--- src/rtl/bxs_pkg.sv ---
package bxs_pkg;
  localparam int ADDR_W = 7;
  localparam int BYTE_W = 8;

  typedef enum logic [1:0] {
    OP_START = 2'd0,
    OP_WRITE = 2'd1,
    OP_READ  = 2'd2,
    OP_STOP  = 2'd3
  } bus_op_e;

  typedef enum logic [1:0] {
    ST_IDLE,
    ST_ADDR,
    ST_RUN,
    ST_HOLD
  } seq_st_e;
endpackage

--- src/rtl/bxs_rxq.sv ---
module bxs_rxq #(
  parameter int W     = 8,
  parameter int DEPTH = 4
) (
  input  logic         clk,
  input  logic         rst_n,
  input  logic         clr,
  input  logic         push,
  input  logic [W-1:0] push_data,
  output logic         full,
  output logic         out_valid,
  input  logic         out_ready,
  output logic [W-1:0] out_data
);
  localparam int AW = (DEPTH > 1) ? $clog2(DEPTH) : 1;
  localparam int LW = $clog2(DEPTH + 1);

  logic [W-1:0]  mem [DEPTH];
  logic [AW-1:0] wp, rp;
  logic [LW-1:0] fill;
  logic          pop;

  assign pop       = out_valid & out_ready;
  assign out_valid = (fill != '0);
  assign full      = (fill == LW'(DEPTH));
  assign out_data  = mem[rp];

  always_ff @(posedge clk) begin
    if (push) mem[wp] <= push_data;
  end

  always_ff @(posedge clk or negedge rst_n) begin
    if (!rst_n) begin
      wp <= '0; rp <= '0; fill <= '0;
    end else if (clr) begin
      wp <= '0; rp <= '0; fill <= '0;
    end else begin
      if (push) wp <= (wp == AW'(DEPTH - 1)) ? '0 : wp + AW'(1);
      if (pop)  rp <= (rp == AW'(DEPTH - 1)) ? '0 : rp + AW'(1);
      case ({push, pop})
        2'b10:   fill <= fill + LW'(1);
        2'b01:   fill <= fill - LW'(1);
        default: fill <= fill;
      endcase
    end
  end

  // no write into a full queue
  assert_no_overflow_R7: assert property (@(posedge clk) disable iff (!rst_n)
    push |-> !full);

  // a stalled output byte stays put
  assert_rx_hold_R11: assert property (@(posedge clk) disable iff (!rst_n)
    (out_valid && !out_ready && !clr) |=> (out_valid && $stable(out_data)));
endmodule

--- src/rtl/bxs_ctrl.sv ---
module bxs_ctrl
  import bxs_pkg::*;
#(
  parameter int CNT_W = 16
) (
  input  logic              clk,
  input  logic              rst_n,
  input  logic              en,
  input  logic              master,
  input  logic              tx_dir,
  input  logic              start,
  input  logic              stop,
  input  logic              repeat_mode,
  input  logic [CNT_W-1:0]  byte_count,
  input  logic [ADDR_W-1:0] slave_addr,
  input  logic              tx_valid,
  input  logic [BYTE_W-1:0] tx_data,
  output logic              tx_ready,
  input  logic              rx_full,
  output logic              rx_push,
  output logic              cmd_valid,
  input  logic              cmd_ready,
  output bus_op_e           cmd_op,
  output logic [BYTE_W-1:0] cmd_data,
  input  logic              bus_ack,
  output logic              busy,
  output logic              mst,
  output logic              xfer_rdy,
  output logic              ardy,
  output logic              nack,
  output logic              stop_pend,
  output logic [CNT_W-1:0]  cnt
);
  seq_st_e st;
  logic    dir_q;
  logic    hs, cnt_live, want_stop;

  assign hs        = cmd_valid & cmd_ready;
  assign cnt_live  = repeat_mode | (cnt != '0);
  assign want_stop = stop_pend & (repeat_mode | (cnt == '0));

  always_comb begin
    cmd_valid = 1'b0;
    cmd_op    = OP_START;
    cmd_data  = '0;
    case (st)
      ST_ADDR: begin
        cmd_valid = 1'b1;
        cmd_data  = {slave_addr, ~dir_q};
      end
      ST_RUN: begin
        if (want_stop) begin
          cmd_valid = 1'b1;
          cmd_op    = OP_STOP;
        end else if (cnt_live) begin
          if (dir_q) begin
            cmd_valid = tx_valid;
            cmd_op    = OP_WRITE;
            cmd_data  = tx_data;
          end else begin
            cmd_valid = !rx_full;
            cmd_op    = OP_READ;
          end
        end
      end
      ST_HOLD: begin
        if (stop_pend) begin
          cmd_valid = 1'b1;
          cmd_op    = OP_STOP;
        end
      end
      default: ;
    endcase
  end

  assign tx_ready = hs && (cmd_op == OP_WRITE);
  assign rx_push  = hs && (cmd_op == OP_READ);
  assign xfer_rdy = (st == ST_RUN) && dir_q && cnt_live && !stop_pend;

  always_ff @(posedge clk or negedge rst_n) begin
    if (!rst_n) begin
      st <= ST_IDLE; dir_q <= 1'b0; busy <= 1'b0; mst <= 1'b0;
      ardy <= 1'b0; nack <= 1'b0; stop_pend <= 1'b0; cnt <= '0;
    end else if (!en) begin
      st <= ST_IDLE; dir_q <= 1'b0; busy <= 1'b0; mst <= 1'b0;
      ardy <= 1'b0; nack <= 1'b0; stop_pend <= 1'b0; cnt <= '0;
    end else begin
      if (stop) stop_pend <= 1'b1;
      case (st)
        ST_ADDR: begin
          if (hs) begin
            if (!bus_ack) begin
              nack      <= 1'b1;
              stop_pend <= 1'b0;
              busy      <= 1'b0;
              mst       <= 1'b0;
              st        <= ST_IDLE;
            end else begin
              cnt <= byte_count;
              st  <= ST_RUN;
            end
          end
        end
        ST_RUN: begin
          if (hs) begin
            case (cmd_op)
              OP_STOP: begin
                stop_pend <= 1'b0;
                cnt       <= byte_count;
                busy      <= 1'b0;
                mst       <= 1'b0;
                st        <= ST_IDLE;
              end
              OP_WRITE: begin
                if (!repeat_mode) cnt <= cnt - CNT_W'(1);
                if (!bus_ack) begin
                  nack      <= 1'b1;
                  stop_pend <= 1'b0;
                  st        <= ST_HOLD;
                end
              end
              default: if (!repeat_mode) cnt <= cnt - CNT_W'(1);
            endcase
          end else if (!repeat_mode && cnt == '0 && !stop_pend) begin
            ardy <= 1'b1;
            mst  <= 1'b0;
            st   <= ST_HOLD;
          end
        end
        default: begin
          if (hs) begin
            stop_pend <= 1'b0;
            cnt       <= byte_count;
            busy      <= 1'b0;
            mst       <= 1'b0;
            st        <= ST_IDLE;
          end else if (start && master) begin
            st    <= ST_ADDR;
            busy  <= 1'b1;
            mst   <= 1'b1;
            dir_q <= tx_dir;
            nack  <= 1'b0;
            ardy  <= 1'b0;
          end
        end
      endcase
    end
  end

  // a refused write always leaves no stop pending and the flag set
  assert_nack_drops_stop_R10: assert property (@(posedge clk) disable iff (!rst_n)
    (hs && en && cmd_op == OP_WRITE && !bus_ack) |=> (!stop_pend && nack));

  // repeat mode data ops leave the count untouched
  assert_repeat_count_R8: assert property (@(posedge clk) disable iff (!rst_n)
    (hs && en && repeat_mode && (cmd_op == OP_WRITE || cmd_op == OP_READ))
      |=> (cnt == $past(cnt)));

  // normal mode never moves data with an empty count
  assert_no_zero_count_op_R4: assert property (@(posedge clk) disable iff (!rst_n)
    (cmd_valid && !repeat_mode && (cmd_op == OP_WRITE || cmd_op == OP_READ))
      |-> (cnt != '0));

  // the transmit stream is taken only when offered
  assert_tx_take_R11: assert property (@(posedge clk) disable iff (!rst_n)
    tx_ready |-> tx_valid);

  // a start op appears only with the master bit set
  assert_start_master_R2: assert property (@(posedge clk) disable iff (!rst_n)
    (cmd_valid && cmd_op == OP_START) |-> (mst && busy));
endmodule

--- src/rtl/byte_xfer_seq.sv ---
module byte_xfer_seq #(
  parameter int CNT_W     = 16,
  parameter int RXQ_DEPTH = 4
) (
  input  logic             clk,
  input  logic             rst_n,
  input  logic             en,
  input  logic             master,
  input  logic             tx_dir,
  input  logic             start,
  input  logic             stop,
  input  logic             repeat_mode,
  input  logic [CNT_W-1:0] byte_count,
  input  logic [6:0]       slave_addr,
  input  logic             tx_valid,
  output logic             tx_ready,
  input  logic [7:0]       tx_data,
  output logic             rx_valid,
  input  logic             rx_ready,
  output logic [7:0]       rx_data,
  output logic             bus_cmd_valid,
  input  logic             bus_cmd_ready,
  output logic [1:0]       bus_cmd_op,
  output logic [7:0]       bus_cmd_data,
  input  logic             bus_ack,
  input  logic [7:0]       bus_rdata,
  output logic             bus_busy,
  output logic             mst_active,
  output logic             xfer_ready,
  output logic             acc_ready,
  output logic             nack_flag,
  output logic             stop_pending,
  output logic [CNT_W-1:0] cur_count
);
  import bxs_pkg::*;

  logic    rx_full, rx_push;
  bus_op_e op;

  assign bus_cmd_op = op;

  bxs_ctrl #(.CNT_W(CNT_W)) u_ctrl (
    .clk(clk), .rst_n(rst_n), .en(en), .master(master), .tx_dir(tx_dir),
    .start(start), .stop(stop), .repeat_mode(repeat_mode),
    .byte_count(byte_count), .slave_addr(slave_addr),
    .tx_valid(tx_valid), .tx_data(tx_data), .tx_ready(tx_ready),
    .rx_full(rx_full), .rx_push(rx_push),
    .cmd_valid(bus_cmd_valid), .cmd_ready(bus_cmd_ready), .cmd_op(op),
    .cmd_data(bus_cmd_data), .bus_ack(bus_ack),
    .busy(bus_busy), .mst(mst_active), .xfer_rdy(xfer_ready),
    .ardy(acc_ready), .nack(nack_flag), .stop_pend(stop_pending),
    .cnt(cur_count)
  );

  bxs_rxq #(.W(BYTE_W), .DEPTH(RXQ_DEPTH)) u_rxq (
    .clk(clk), .rst_n(rst_n), .clr(!en),
    .push(rx_push), .push_data(bus_rdata), .full(rx_full),
    .out_valid(rx_valid), .out_ready(rx_ready), .out_data(rx_data)
  );
endmodule

--- config.mk ---
export PLATFORM = sky130hd
export DESIGN_NAME = byte_xfer_seq
export DESIGN_NICKNAME = d
export VERILOG_FILES = /design/src/rtl/bxs_pkg.sv /design/src/rtl/bxs_rxq.sv /design/src/rtl/bxs_ctrl.sv /design/src/rtl/byte_xfer_seq.sv
export SDC_FILE = /design/constraint.sdc
export NUM_CORES = 1
export LEC_CHECK = 0
export BUFFER_PORTS_ARGS = -buffer_cell sky130_fd_sc_hd__buf_2
export CAP_MARGIN = 40
export CELL_PAD_IN_SITES_DETAIL_PLACEMENT = 0
export CELL_PAD_IN_SITES_GLOBAL_PLACEMENT = 1
export CORE_MARGIN = 2
export CORE_UTILIZATION = 44
export DETAILED_ROUTE_END_ITERATION = 16
export GPL_ROUTABILITY_DRIVEN = 0
export GPL_TIMING_DRIVEN = 1
export PLACE_DENSITY_LB_ADDON = 0.1
export SYNTH_ARGS = -nofsm -noshare
export SYNTH_HDL_FRONTEND = slang
export SYNTH_SLANG_ARGS = --single-unit
--- constraint.sdc ---
create_clock -name clk -period 6.1 [get_ports clk]
set_input_delay 0.305 -clock clk [delete_from_list [all_inputs] [get_ports clk]]
set_output_delay 0.305 -clock clk [all_outputs]
set_load 0.01 [all_outputs]
== Word-level counts from Yosys, hierarchy flattened ==
Memories as Yosys holds them, arrays and structs flattened.
Index checks and enable logic that the tools add are counted.

* Flip-flop bits (word level): 31
* Memory bits (writable): 32
* Bits of input ports: 51
* Word-level logic and storage cells: 159
* Memories: 1

* Add/subtract/negate cells: 5
* Equal/unequal tests: 36
* Multiplexer cells: 78
* Bitwise logic cells: 6
* Reduce and logical (&&, ||, !) cells: 22

{| class="wikitable"
|+ Memory list
! name !! words !! width !! read ports !! clocked after memory_dff !! write ports !! RTL line !! RTL
|-
| u_rxq.mem || 4 || 8 || 1 || 0 || 1 || bxs_rxq.sv:18 || <nowiki>logic [W-1:0] mem [DEPTH];</nowiki>
|}

{| class="wikitable"
|+ Operator list
! operator !! number
|-
| $mux W16 || 7
|-
| $mux W1 || 36
|-
| $mux W2 || 18
|-
| $pmux W16 S2 || 1
|-
| $mux W8 || 3
|-
| $reduce_and A5 Y1 || 4
|-
| $logic_not A16 Y1 || 1
|-
| $pmux W8 S2 || 1
|-
| $reduce_bool A16 Y1 || 1
|-
| $sub A16 B1 Y16 const B || 1
|-
| $eq A2 B2 Y1 const B || 7
|-
| $ne A3 B3 Y1 const B || 4
|-
| $ne A4 B4 Y1 const B || 3
|-
| $pmux W1 S2 || 6
|-
| $pmux W2 S2 || 3
|-
| $ne A5 B5 Y1 const B || 2
|-
| $ne A3 B1 Y1 const B || 3
|-
| $ne A3 B2 Y1 const B || 3
|-
| $logic_and A1 B1 Y1 || 8
|-
| $ne A2 B1 Y1 const B || 4
|-
| $ne A4 B1 Y1 const B || 2
|-
| $eq A2 B1 Y1 const B || 3
|-
| $ne A2 B2 Y1 const B || 3
|-
| $pmux W3 S2 || 1
|-
| 15 further kinds || 22
|}

== Logic depth before layout (Yosys ltp) ==
* Depth in word-level cells: 11
* Depth in mapped cells: 12
* Gate-level depth less buffers: 10

== By module ==
From an unflattened synthesis, not the netlist that was laid out.

* Cells, all modules: 340
* Area total of the unflattened synthesis: 3,697.3 um2

{| class="wikitable"
|+ Modules (own cells, without submodules)
! module !! times used !! cells each !! area each (um2) !! seq. area each (um2)
|-
| bxs_ctrl || 1 || 246 || 2,034.5 || 600.6
|-
| bxs_rxq || 1 || 93 || 1,659.1 || 1,136.1
|-
| byte_xfer_seq || 1 || 1 || 3.8 || 0.0
|}

== Least setup slack after synthesis ==
Ideal clock, no wire load.

* Kind: reg2reg
* From: register u_ctrl.cnt[0]
* To: register u_rxq.fill[2]
* Library setup time: 0.135 ns
* Arrival: 2.747 ns
* Data required time: 5.965 ns
* Path slack: 3.218 ns
* Stages on the path, launching flop included: 13
* Path buffers: 2
* Period minus slack after synthesis: 2.882 ns
* Cells stage by stage: dfrtp_1 inv_1 ha_1 nor4b_2 and4_1 buf_4 a211oi_1 clkbuf_1 nor2_1 fa_1 nor3_1 o21ai_0 nor3b_1

* Longest elaborated chain between the ends: 10
* Elaborated cells between the ends (all ways): 19
* Those cells by class: eq/ne: 4; mux: 8; bitwise: 4; reduce/logical: 3

{| class="wikitable"
|+ RTL lines
! what !! RTL line !! RTL
|-
| from (decl) || bxs_ctrl.sv:32 || <nowiki>output logic [CNT_W-1:0] cnt</nowiki>
|-
| from (signal assigned) || bxs_ctrl.sv:99 || <nowiki>cnt <= byte_count;</nowiki>
|-
| from (signal assigned) || bxs_ctrl.sv:109 || <nowiki>cnt <= byte_count;</nowiki>
|-
| from (signal assigned) || bxs_ctrl.sv:115 || <nowiki>if (!repeat_mode) cnt <= cnt - CNT_W'(1);</nowiki>
|-
| $reduce_bool A16 Y1 or $logic_not A16 Y1 (tied branches) || bxs_ctrl.sv:39, bxs_ctrl.sv:40 ||
|-
| $or A1 B1 Y1 (on tied branches) || bxs_ctrl.sv:39, bxs_ctrl.sv:40 ||
|-
| $mux W2, or another cell as far along || bxs_ctrl.sv:55 || <nowiki>end else if (cnt_live) begin</nowiki>
|-
| $mux W2 or $mux W1 (tied branches) || bxs_ctrl.sv:52 || <nowiki>if (want_stop) begin</nowiki>
|-
| $pmux W2 S2 or $pmux W1 S3 (tied branches) || bxs_ctrl.sv:46 || <nowiki>case (st)</nowiki>
|-
| $eq A2 B2 Y1 or $and A1 B1 Y1 (tied branches) || bxs_ctrl.sv:77, bxs_ctrl.sv:38 ||
|-
| $logic_and A1 B1 Y1 (*) || bxs_ctrl.sv:77 || <nowiki>assign rx_push = hs && (cmd_op == OP_READ);</nowiki>
|-
| $eq A2 B1 Y1 or $eq A2 B2 Y1 (tied branches) || bxs_rxq.sv:40 || <nowiki>case ({push, pop})</nowiki>
|-
| $pmux W3 S2 || bxs_rxq.sv:40 ||
|-
| $mux W3 || bxs_rxq.sv:35 || <nowiki>end else if (clr) begin</nowiki>
|-
| to (signal assigned) || bxs_rxq.sv:41 || <nowiki>2'b10: fill <= fill + LW'(1);</nowiki>
|-
| to (signal assigned) || bxs_rxq.sv:42 || <nowiki>2'b01: fill <= fill - LW'(1);</nowiki>
|-
| to (signal assigned) || bxs_rxq.sv:43 || <nowiki>default: fill <= fill;</nowiki>
|-
| to (decl) || bxs_rxq.sv:20 || <nowiki>logic [LW-1:0] fill;</nowiki>
|}

Mark *: on every way between the ends. The rest lies on a longest branch, timed or not.
A chain may end at the register's enable or synchronous reset.

== Worst setup path in the final report ==
* From: register u_ctrl.cnt[0]
* To: output port tx_ready

* Longest elaborated chain between the ends: 7
* Elaborated cells between the ends (all ways): 14
* Those cells by class: eq/ne: 1; mux: 6; bitwise: 4; reduce/logical: 3

{| class="wikitable"
|+ RTL lines
! what !! RTL line !! RTL
|-
| $reduce_bool A16 Y1 or $logic_not A16 Y1 (tied branches) || bxs_ctrl.sv:39, bxs_ctrl.sv:40 ||
|-
| $or A1 B1 Y1 (on tied branches) || bxs_ctrl.sv:39, bxs_ctrl.sv:40 ||
|-
| $mux W2, or another cell as far along || bxs_ctrl.sv:55 ||
|-
| $mux W2 or $mux W1 (tied branches) || bxs_ctrl.sv:52 ||
|-
| $pmux W2 S2 or $pmux W1 S3 (tied branches) || bxs_ctrl.sv:46 ||
|-
| $eq A2 B1 Y1 or $and A1 B1 Y1 (tied branches) || bxs_ctrl.sv:76, bxs_ctrl.sv:38 ||
|-
| $logic_and A1 B1 Y1 (*) || bxs_ctrl.sv:76 || <nowiki>assign tx_ready = hs && (cmd_op == OP_WRITE);</nowiki>
|-
| to (decl) || byte_xfer_seq.sv:16 || <nowiki>output logic tx_ready,</nowiki>
|}

Marked as above.

==> out/qor.log <==
qor: clocking.tritoncts yes
qor: placement.buffers_added_on_ports 93
qor: routing.wl_met1 4445 um
qor: synth.syn_nets 440
qor: floorplanning.pin_count 94
qor: sta.grt_setup_unrepaired false
qor: power.sum_of_internal_switching_and_leakage_power 1.404 mW
qor: setup_path.cp_cell_sequence inv_1, ha_1, nor4b_2, and4_1, mux2i_2, or2_1, and2_1, buf_2
qor: routing.route.top_layer_used met4
qor: flow_run.max_cap_violations 0
qor: synth.yosysTopAreaCell sky130_fd_sc_hd__edfxtp_1
qor: min_path.holdCritPathClass primary input to async pin
qor: synth.synth.cell_area 3727 um2
qor: synth.yosys.area.top_type_share 25.78%
qor: grt.grt_pass1_wl 15,420 um
qor: layout.area_delta_synth_final 17.46%
qor: placement.worst_slack_at_placement 3.000 ns
qor: grt.first_global_vias 3,038
qor: grt.grt_overflow 0
qor: synth.synth_commonest_cells sky130_fd_sc_hd__nor2_1 (45), sky130_fd_sc_hd__a21oi_1 (32), sky130_fd_sc_hd__edfxtp_1 (32)
qor: routing.drtAntennaViolNets 0
qor: sta.worst_case_clock_skew 0.007458 ns
qor: clocking.post_cts_hold_buffer_count 0
qor: sta.timing_hold_violations_final 0
qor: floorplanning.placementRows 33
qor: synth.synth-edff-count 32
qor: sta.final_max_slew_viol_count 0
qor: power.power.density_cell_area 320.6 nW/um2
qor: placement.post-place-cells 554
qor: synth.yosys.cell_types.count 58
qor: clocking.post_cts_resized 0
qor: placement.hpwlAfterDp 6679 um
qor: floorplanning.initial_core_util 45.36%
qor: routing.num_vias 3,235
qor: setup_path.critPathMaxStageDelay 0.46 ns
qor: sta.final.min_clock_period 3.247 ns
qor: synth.syn-instance-count 378
qor: clocking.cts-buffers-inserted 9
qor: setup_path.critical_path.endpoint_type output pin
qor: sta.fin_ws 2.853 ns
qor: grt.grt.total_usage 21.98%
qor: clocking.cts_max_level 3
qor: synth.synth-seq-cells 63
qor: floorplanning.fp.dieH 96.04 um
qor: placement.dpl_cell_area 4212 um2
qor: setup_path.cp-start-kind flop
qor: layout.postLayoutCoreUtil 53.28%
qor: synth.synth_top_cells_by_area sky130_fd_sc_hd__edfxtp_1 (26%), sky130_fd_sc_hd__dfrtp_1 (21%), sky130_fd_sc_hd__mux4_2 (4.8%)
qor: setup_path.cp_max_fo 11
qor: setup_path.critical_path_arrival 2.94 ns
qor: routing.drt-pass1-iter-count 4
qor: power.power.leakage 1.889 nW
qor: routing.dr_wl_met3 466 um
qor: synth.yosysSeqAreaShare 46.59%
qor: synth.async_reset_ff_share 49.21%
qor: routing.route.detailed.wl_per_inst 16.86 um
qor: sta.setup_tns 0 ns
qor: grt.grt_antenna_before_repair 0
qor: setup_path.crit_required 5.79 ns
qor: layout.final_area 4378 um2
qor: power.vdd_drop_max 0.1468 mV
qor: sta.tightestPinTransition 0.7763 ns
qor: layout.fill_cells 782
qor: routing.route.detailed.drc 0
qor: clocking.cts_num_sinks 63
qor: routing.first_iter_violations 159
qor: floorplanning.core 8217 um2
qor: sta.timing.hold.ws 0.03474 ns
qor: synth.yosysWarningCount 0
qor: floorplanning.fp.dieArea 9224 um2
qor: layout.share_of_cells_above_drive_strength_1 28.60%
qor: clocking.clockBufferDepth 2
qor: setup_path.setup.worst_path.class flop to output pin
qor: routing.totalWireLength 9613 um
qor: clocking.clock_insertion_delay_worst_skew 0.34 ns
qor: clocking.cts.reportedPaths.clkPinSlew 0.08 ns
qor: synth.synth_area_per_cell 9.861 um2
qor: clocking.cts.root.buffer_cell sky130_fd_sc_hd__clkbuf_8
qor: layout.antennaDiodeCount 0
qor: sta.period_share 53.23%
qor: synth.synthMostInstantiatedCell sky130_fd_sc_hd__nor2_1
qor: clocking.post_cts.repair.setup_buffers 0
qor: synth.prevailing_post_synth_register_cell sky130_fd_sc_hd__edfxtp_1
qor: sta.timing.fmax 0.3080 GHz
qor: grt.grt_max_degree 41
qor: floorplanning.dieWidth 96.04 um
qor: routing.routed_wire_length_on_met2 4546 um
qor: sta.finalSetupViolCount 0
qor: sta.max_slew_margin 48.19%
qor: routing.route.detailed.vias_per_inst 5.675
qor: setup_path.critPathSlowestCell sky130_fd_sc_hd__mux2i_2
qor: outcome.result_of_the_run finished, final reports clean
qor: layout.layout.cells.non_filler 570
qor: layout.finalNetCount 522
-- cells by family (layout without fill, tap and decap cells) --
family          Yosys count  after routing  share of synthesized area [%]
compound gates          105            105                          17.56
xor+xnor                  1              1                         0.2350
fa+ha+maj                11             11                          3.894
buf+inv                  35            122                          4.934
flops                    63             63                          46.59
mux                      12             12                          6.042
simple gates            151            151                          20.75
-- final cells by class --
class                           count  area [um2]  share of cell area, %
Tap cell                          105       131.4                  3.001
Timing Repair Buffer               96       493.0                  11.26
Clock inverter                      6       38.79                 0.8860
Sequential cell                    63        1737                  39.67
Multi-Input combinational cell    280        1813                  41.41
Clock buffer                       10       127.6                  2.915
Inverter                           10       37.54                 0.8574
-- critical path, delay by kind of cell (launching register included) --
| kind | cells | cell delay [ns] |
|---|---|---|
| and+or+nand+nor | 4 | 1.29 |
| muxes | 1 | 0.46 |
| DFF | 1 | 0.43 |
| buffers and inverters | 2 | 0.25 |
| adders and majority gates | 1 | 0.16 |
-- power breakdown --
part / internal, mW / switching, mW / total, mW
logic: 0.216 / 0.331 / 0.547
clock network: 0.146 / 0.172 / 0.318
registers: 0.480 / 0.0594 / 0.539
total: 0.842 / 0.562 / 1.40
-- metal layers --
metal	up-vias	GRT usage, %
li1	1568	-
met1	1562	31.18
met2	92	33.22
met3	13	5.325
met4	0	6.905
met5	-	0
-- worst paths after layout --
check                                          startpoint                   endpoint  slack, ns  cells after the start
worst min-delay path                                rst_n    u_rxq.rp[0]$_DFFE_PN0P_       0.03                      1
worst max-delay path            u_ctrl.cnt[0]$_DFFE_PN0P_                   tx_ready       2.85                      8
worst min register to register    u_ctrl.ardy$_DFFE_PN0P_    u_ctrl.ardy$_DFFE_PN0P_       0.53                      2
min in group clk                             bus_rdata[5]  u_rxq.mem[0][5]$_DFFE_PP_       0.18                      1
worst max register to register   u_ctrl.st[1]$_DFFE_PN0P_  u_rxq.fill[2]$_DFFE_PN0P_       2.95                     10
max in group asynchronous                           rst_n  u_ctrl.cnt[2]$_DFFE_PN0P_       5.57                      1
-- cell usage in the layout (no fill, tap or decap), types with 6 or more instances in the layout --
| cell type | netlist | routed |
|---|---|---|
| sky130_fd_sc_hd__nor4_1 | 7 | 7 |
| sky130_fd_sc_hd__a21o_1 | 10 | 10 |
| sky130_fd_sc_hd__nor2_1 | 45 | 45 |
| sky130_fd_sc_hd__clkbuf_8 | 0 | 9 |
| sky130_fd_sc_hd__nor3_1 | 12 | 12 |
| sky130_fd_sc_hd__ha_1 | 10 | 10 |
| sky130_fd_sc_hd__o21ai_0 | 26 | 26 |
| sky130_fd_sc_hd__a22oi_1 | 8 | 8 |
| sky130_fd_sc_hd__edfxtp_1 | 32 | 32 |
| sky130_fd_sc_hd__inv_1 | 10 | 10 |
| sky130_fd_sc_hd__nand3_1 | 11 | 11 |
| sky130_fd_sc_hd__o211ai_1 | 7 | 7 |
| sky130_fd_sc_hd__a21oi_1 | 32 | 32 |
| sky130_fd_sc_hd__buf_2 | 5 | 94 |
| sky130_fd_sc_hd__nand2_1 | 31 | 31 |
| sky130_fd_sc_hd__mux4_2 | 8 | 8 |
| sky130_fd_sc_hd__and2_1 | 6 | 6 |
| sky130_fd_sc_hd__dfrtp_1 | 31 | 31 |
-- state kept, by name, summed over array words and instances (netlist names) --
name              count
u_ctrl.ardy           1
u_rxq.wp              2
u_ctrl.stop_pend      1
u_rxq.rp              2
u_rxq.mem            32
u_ctrl.mst            1
u_ctrl.nack           1
u_ctrl.st             2
u_ctrl.busy           1
u_ctrl.cnt           16
u_ctrl.dir_q          1
u_rxq.fill            3
(Power assumes the default switching activity.)
